==> src/rtl/sipo_pkg.sv <==
package sipo_pkg;
    typedef enum logic {
        SHIFT_TO_LOW  = 1'b0,
        SHIFT_TO_HIGH = 1'b1
    } shift_dir_e;
endpackage

==> src/rtl/sipo_shift.sv <==
module sipo_shift #(
    parameter int W = 12
) (
    input  logic         clk,
    input  logic         rst,
    input  logic         dir,
    input  logic         a_in,
    input  logic         b_in,
    output logic [W-1:0] sr,
    output logic [W-1:0] sr_next,
    output logic         low_end,
    output logic         high_end
);
    import sipo_pkg::*;

    typedef struct packed {
        logic [W-1:0] bits;
    } shift_st_t;

    shift_st_t st_d, st_q;
    shift_dir_e mode;

    always_comb begin
        mode = shift_dir_e'(dir);
        st_d = st_q;
        if (rst) begin
            st_d.bits = '0;
        end else if (mode == SHIFT_TO_LOW) begin
            st_d.bits = {a_in, st_q.bits[W-1:1]};
        end else begin
            st_d.bits = {st_q.bits[W-2:0], b_in};
        end
    end

    always_ff @(posedge clk) begin
        st_q <= st_d;
    end

    assign sr       = st_q.bits;
    assign sr_next  = st_d.bits;
    assign low_end  = st_q.bits[0];
    assign high_end = st_q.bits[W-1];
endmodule

==> src/rtl/sipo_latch.sv <==
module sipo_latch #(
    parameter int W = 12
) (
    input  logic         clk,
    input  logic         rst,
    input  logic         le,
    input  logic [W-1:0] sr,
    input  logic [W-1:0] sr_next,
    output logic [W-1:0] view
);
    typedef struct packed {
        logic [W-1:0] held;
    } latch_st_t;

    latch_st_t st_d, st_q;

    always_comb begin
        st_d = st_q;
        if (rst) begin
            st_d.held = '0;
        end else if (le) begin
            st_d.held = sr_next;
        end
        view = le ? sr : st_q.held;
    end

    always_ff @(posedge clk) begin
        st_q <= st_d;
    end
endmodule

==> src/rtl/sipo_cond.sv <==
module sipo_cond #(
    parameter int W = 12
) (
    input  logic [W-1:0] view,
    input  logic         pol,
    input  logic         blank,
    output logic [W-1:0] drive
);
    always_comb begin
        if (blank) begin
            drive = '0;
        end else begin
            drive = view ^ {W{pol}};
        end
    end
endmodule

==> src/rtl/sipo_drv.sv <==
module sipo_drv #(
    parameter int W = 12
) (
    input  logic         clk,
    input  logic         rst,
    input  logic         dir,
    input  logic         le,
    input  logic         blank,
    input  logic         pol,
    input  logic         pa_i,
    output logic         pa_o,
    output logic         pa_oe,
    input  logic         pb_i,
    output logic         pb_o,
    output logic         pb_oe,
    output logic [W-1:0] pout
);
    logic [W-1:0] sr_w;
    logic [W-1:0] sr_nx;
    logic [W-1:0] view_w;

    sipo_shift #(.W(W)) u_shift (
        .clk      (clk),
        .rst      (rst),
        .dir      (dir),
        .a_in     (pa_i),
        .b_in     (pb_i),
        .sr       (sr_w),
        .sr_next  (sr_nx),
        .low_end  (pb_o),
        .high_end (pa_o)
    );

    sipo_latch #(.W(W)) u_latch (
        .clk     (clk),
        .rst     (rst),
        .le      (le),
        .sr      (sr_w),
        .sr_next (sr_nx),
        .view    (view_w)
    );

    sipo_cond #(.W(W)) u_cond (
        .view  (view_w),
        .pol   (pol),
        .blank (blank),
        .drive (pout)
    );

    assign pa_oe = dir;
    assign pb_oe = ~dir;
endmodule

==> config.mk <==
export PLATFORM = sky130hd
export DESIGN_NAME = sipo_drv
export DESIGN_NICKNAME = d
export VERILOG_FILES = /design/src/rtl/sipo_pkg.sv /design/src/rtl/sipo_shift.sv /design/src/rtl/sipo_latch.sv /design/src/rtl/sipo_cond.sv /design/src/rtl/sipo_drv.sv
export SDC_FILE = /design/constraint.sdc
export NUM_CORES = 1
export LEC_CHECK = 0
export ABC_CLOCK_PERIOD_IN_PS = 2200
export BUFFER_PORTS_ARGS = -buffer_cell sky130_fd_sc_hd__buf_2
export CAP_MARGIN = 40
export CORE_MARGIN = 1.5
export CORE_UTILIZATION = 40
export CTS_CLUSTER_SIZE = 24
export DETAILED_ROUTE_END_ITERATION = 6
export GPL_ROUTABILITY_DRIVEN = 0
export HOLD_SLACK_MARGIN = 0.05
export SYNTH_ARGS = -nofsm -noshare
export SYNTH_HDL_FRONTEND = slang
export SYNTH_SLANG_ARGS = --single-unit
==> constraint.sdc <==
create_clock -name clk -period 2.2 [get_ports clk]
set_clock_uncertainty 0.05 [all_clocks]
set_input_delay 0.22 -clock clk [delete_from_list [all_inputs] [get_ports clk]]
set_output_delay 0.22 -clock clk [all_outputs]
set_load 0.01 [all_outputs]
==> results.sh, run 1 <==
export IMPL_status="finished, final reports clean"
export IMPL_cts_made_buffers=3
export IMPL_synth_nets=118
export IMPL_die_y_um=56.24
export IMPL_criticalPathCategory="primary input to output pin"
export IMPL_ctsHoldBuffers=0
export IMPL_fp_dieW_um=56.24
export IMPL_power_switching_uw=200.9
export IMPL_vias_per_cell=5.082
export IMPL_portBuffers=23
export IMPL_syn_area_mm2=0.001134
export IMPL_power_total_uw=800.6
export IMPL_drive_above_1_share=0.2344
export IMPL_wl_per_cell_um=13.38
export IMPL_wl_mm=2.128
export IMPL_cp_data_required_time_ps=1930
export IMPL_htree_levels=1
export IMPL_drtAntennaViolNets=0
export IMPL_dieArea_mm2=0.003162
export IMPL_vias=808
export IMPL_clkTransAtPathRegs_ps=130
export IMPL_yosysUniqueCellTypes=12
export IMPL_rsz0062_at_grt="no"
export IMPL_clkLatencyLatePin_ps=310
export IMPL_cts_sinks=24
export IMPL_grt_usage=0.1435
export IMPL_power_internal_uw=599.6
export IMPL_worst_slew_pin_slew_ps=591.1
export IMPL_final_common_cell="mux2i_1"
export IMPL_grt_pass1_vias=752
export IMPL_fin_nets=137
export IMPL_synth_cells=110
export IMPL_powerDensity_mw_per_mm2=644.3
export IMPL_worstPathArrival_ps=1360
export IMPL_avgSynthCellArea_um2=10.31
export IMPL_std_cell_rows=19
export IMPL_synth_seq_area_share=0.4238
export IMPL_hold_violations=0
export IMPL_multi_input_area_um2=553.0
export IMPL_hold_class="primary input to flip-flop"
export IMPL_cts_root_buf="clkbuf_4"
export IMPL_post_cts_buffers=0
export IMPL_swShare=0.2510
export IMPL_maxCapViolations=0
export IMPL_setup_viol=0
export IMPL_fin_crit_ps=1633
export IMPL_syn_to_final_growth_pct=9.603
export IMPL_final_cell_mix="mux2i_1, nor2_1, dfxtp_1, buf_2, a211oi_1"
export IMPL_tritoncts="yes"
export IMPL_antennaDiodeCount=0
export IMPL_num_fill_cells=267
export IMPL_seqPwrFrac=0.571
export IMPL_cts_path_max_buffers=2
export IMPL_comb_power_share=0.142
export IMPL_hold_ws_ps=127.8
export IMPL_power_share_clock=0.287
export IMPL_grt_overflow_total=0
export IMPL_fmax_mhz=612.4
export IMPL_cts_resized_gates=0
export IMPL_crit_path_max_fanout=28
export IMPL_drt_iter0_markers=19
export IMPL_finalMaxSlewViolations=0
export IMPL_first_pass_iters=4
export IMPL_tns_ps=0
export IMPL_ys_ff_latch=24
export IMPL_antenna_found_initial=0
export IMPL_period_share=0.7422
export IMPL_seqCellArea_um2=480.5
export IMPL_relSlewSlack=0.6059
export IMPL_irDropWorstVdd_uv=449.1
export IMPL_grt_start_max_net_pins=29
export IMPL_place_area_mm2=0.001206
export IMPL_fin_area_mm2=0.001242
export IMPL_drc=0
export IMPL_end_kind="output pin"
export IMPL_dp_hpwl_mm=1.461
export IMPL_critPathLaunchType="primary input"
export IMPL_core_mm2=0.002710
export IMPL_start_util=0.4183
export IMPL_grt_pass1_wl_mm=3.581
export IMPL_p_leak_uw=0.0006373
export IMPL_ys_warn_count=0
export IMPL_ios=24
==> worst paths after layout <==
kind	start	endpoint	slack, ps	cells past startpoint
setup / recovery	le	pout[8]	570	4
setup reg to reg	u_shift.sr[3]	u_latch.st_q[4]	1320	2
hold reg to reg	u_latch.st_q[3]	u_latch.st_q[3]	440	2
hold / removal	pa_i	u_shift.sr[11]	130	3
==> metal layers <==
metal	share of wire	up-vias	global-route usage
met3	0.045	2	0.04884
li1	-	414	-
met5	0	-	0
met4	0.0047	0	0.02041
met1	0.51	372	0.1971
met2	0.44	20	0.2235
==> cells in the mapped netlist <==
master    number  share of area
a211oi_1      12          0.079
buf_12         1          0.018
buf_2          1         0.0044
buf_4          2          0.013
buf_6          4          0.040
clkbuf_1       3         0.0099
dfxtp_1       24           0.42
inv_1          1         0.0033
mux2i_1       36           0.32
nand2b_1       1         0.0055
nor2_1        24          0.079
or2_2          1         0.0055
==> cells by family (layout without fill, tap and decap cells) <==
family	after synthesis	in the layout	share of synthesized area
mux	36	36	0.3179
simple gates	26	26	0.09052
flops	24	24	0.4238
compound gates	12	12	0.07947
buf+inv	12	30	0.08829
==> state kept, by name, indices dropped and copies added (netlist names) <==
register	flops
u_latch.st_q	12
u_shift.sr	12
==> worst max-delay path: stages <==
cell	delay, ps
buf_2	470
mux2i_1	310
mux2i_1	200
buf_2	150
==> power groups by stage <==
stage                     clock network (uW)  logic, uW  registers, uW
after global routing                     262        125            459
after detailed placement                   0        115            467
final                                    230        114            457
after floorplan                            0       91.0            465
after CTS                                242        115            457
after global placement                     0        113            466
==> metrics by stage <==
step,cells,setup WS (ps),util
final,159,567.1,0.4584
after global routing,159,434.7,0.4584
after CTS,159,541.8,0.4584
after detailed placement,155,551.5,0.4451
after global placement,155,578.2,0.4451
after floorplan,110,929.6,-
==> final cells by class <==
class | instances | area share
tap | 31 | 0.03122
inverter | 1 | 0.003021
timing repair buffer | 25 | 0.1047
sequential | 24 | 0.3867
multi-input combinational | 74 | 0.4451
clock buffer | 4 | 0.02920
No activity file was read; power rests on OpenSTA's default activity.
==> inputs of run 2 (changes only) <==
Settings changed: ABC_AREA set to 1, ABC_CLOCK_PERIOD_IN_PS 2200 to 1600.
Clock period 2.2 ns to 1.6 ns, I/O delays scaled along.
==> results.sh, run 2 <==
export IMPL_cts_sinks=24
export IMPL_cts_resized_gates=0
export IMPL_power_switching_uw=271.0
export IMPL_std_cell_rows=20
export IMPL_grt_pass1_vias=1066
export IMPL_period_share=0.8692
export IMPL_clkLatencyLatePin_ps=300
export IMPL_fin_area_mm2=0.001449
export IMPL_antenna_found_initial=0
export IMPL_fmax_mhz=719.0
export IMPL_criticalPathCategory="flip-flop to output pin"
export IMPL_drt_iter0_markers=54
export IMPL_multi_input_area_um2=715.7
export IMPL_fin_nets=212
export IMPL_critPathLaunchType="flip-flop"
export IMPL_cts_made_buffers=3
export IMPL_yosysMostFrequentCell="nand2_1"
export IMPL_avgSynthCellArea_um2=7.126
export IMPL_synthArstFlopShare=0
export IMPL_portBuffers=23
export IMPL_place_inst=243
export IMPL_status="finished, final reports clean"
export IMPL_fin_crit_ps=1391
export IMPL_drc=0
export IMPL_powerDensity_mw_per_mm2=732.0
export IMPL_wl_mm=2.892
export IMPL_hold_violations=0
export IMPL_drtAntennaViolNets=0
export IMPL_grt_usage=0.1709
export IMPL_syn_to_final_growth_pct=8.732
export IMPL_tns_ps=0
export IMPL_tritoncts="yes"
export IMPL_synth_cells=187
export IMPL_swShare=0.2555
export IMPL_worst_slew_pin_slew_ps=424.5
export IMPL_place_area_mm2=0.001413
export IMPL_die_y_um=60.72
export IMPL_grt_pass1_wl_mm=4.823
export IMPL_synth_top_cells_by_count="nand2_1, a21oi_1, dfxtp_1"
export IMPL_start_util=0.4294
export IMPL_cp_data_required_time_ps=1390
export IMPL_vias_per_cell=5.012
export IMPL_synth_seq_area_share=0.3606
export IMPL_synth_ff_type="dfxtp_1"
export IMPL_ys_warn_count=0
export IMPL_core_mm2=0.003103
export IMPL_synth_nets=195
export IMPL_yosysUniqueCellTypes=15
export IMPL_synth_area_leader_cell="dfxtp_1"
export IMPL_crit_path_max_fanout=3
export IMPL_synth_top_area_frac=0.3606
export IMPL_cts_path_max_buffers=2
export IMPL_dp_hpwl_mm=2.064
export IMPL_seqCellArea_um2=480.5
export IMPL_rsz0062_at_grt="no"
export IMPL_seqPwrFrac=0.573
export IMPL_end_kind="output pin"
export IMPL_worstPathArrival_ps=1180
export IMPL_clkTransAtPathRegs_ps=120
export IMPL_ios=24
export IMPL_syn_area_mm2=0.001333
export IMPL_final_cell_mix="nand2_1, a21oi_1, dfxtp_1, buf_2, nand3_1"
export IMPL_irDropWorstVdd_uv=393.9
export IMPL_final_common_cell="nand2_1"
export IMPL_power_share_clock=0.288
export IMPL_netlist_top_cells_area="dfxtp_1, nand2_1, a21oi_1, nand2_4, nand3_1"
export IMPL_ys_ff_latch=24
export IMPL_setup_viol=0
export IMPL_num_fill_cells=355
export IMPL_fp_dieW_um=60.72
export IMPL_maxCapViolations=0
export IMPL_synth_edff_count=0
export IMPL_htree_levels=1
export IMPL_relSlewSlack=0.7167
export IMPL_vias=1238
export IMPL_hold_class="primary input to flip-flop"
export IMPL_final_cells=247
export IMPL_dieArea_mm2=0.003686
export IMPL_antennaDiodeCount=0
export IMPL_grt_start_max_net_pins=25
export IMPL_cts_root_buf="clkbuf_4"
export IMPL_grt_overflow_total=0
export IMPL_drive_above_1_share=0.2315
export IMPL_wl_per_cell_um=11.71
export IMPL_first_pass_iters=4
export IMPL_post_cts_buffers=0
export IMPL_ctsHoldBuffers=0
export IMPL_p_leak_uw=0.0007352
export IMPL_finalMaxSlewViolations=0
export IMPL_comb_power_share=0.139
export IMPL_power_internal_uw=789.6
run 2: area by class of cell:
cell class	instances	share of cell area
tap	44	0.03800
multi-input combinational	144	0.4940
sequential	24	0.3316
timing repair buffer	26	0.09499
clock buffer	4	0.02504
inverter	5	0.01641
run 2: layer usage:
| metal | GRT usage | vias up | share of wire |
|---|---|---|---|
| met1 | 0.2493 | 564 | 0.50 |
| met2 | 0.2734 | 32 | 0.45 |
| met3 | 0.01919 | 2 | 0.044 |
| met5 | 0 | - | 0 |
| met4 | 0.03727 | 0 | 0.0052 |
| li1 | - | 640 | - |
run 2: worst max-delay path, stage by stage (launching register included):
cell and delay [ps]:
dfxtp_1 390, nand2_1 120, a21oi_1 190, nor2_1 60, buf_2 130
run 2: through the flow:
step                      hold WS, ps  utilization  setup slack (ps)  total power, uW
final                           66.61       0.4669             209.2             1061
after global routing            74.45       0.4669             106.0             1114
after CTS                       62.07       0.4669             205.6             1074
after detailed placement        397.8       0.4552             259.0            769.7
after global placement          394.3       0.4552             286.9            767.0
after floorplan                 274.6            -             594.7            740.4
run 2: cell families after synthesis:
family | count (synthesis) | share of synthesized area
AND/OR/NAND/NOR | 108 | 0.4019
AO/OA/AOI/OAI | 36 | 0.1352
flip-flops | 24 | 0.3606
buffers and inverters | 19 | 0.1023
run 2: path summary, 6_finish.rpt:
kind | from | to | slack, ps | depth (start not counted)
max | u_shift.sr[8] | pout[8] | 210 | 4
min | pa_i | u_shift.sr[11] | 70 | 3
max reg2reg | u_shift.sr[8] | u_latch.st_q[9] | 730 | 4
min reg2reg | u_latch.st_q[5] | u_latch.st_q[5] | 460 | 2
run 2: power by group through the flow:
stage / combinational, uW / sequential, uW / clock, uW
3_5_place_dp: 149 / 621 / 0
2_1_floorplan: 119 / 621 / 0
3_3_place_gp: 146 / 621 / 0
6_report: 148 / 607 / 305
5_1_grt: 165 / 608 / 341
4_1_cts: 149 / 608 / 317
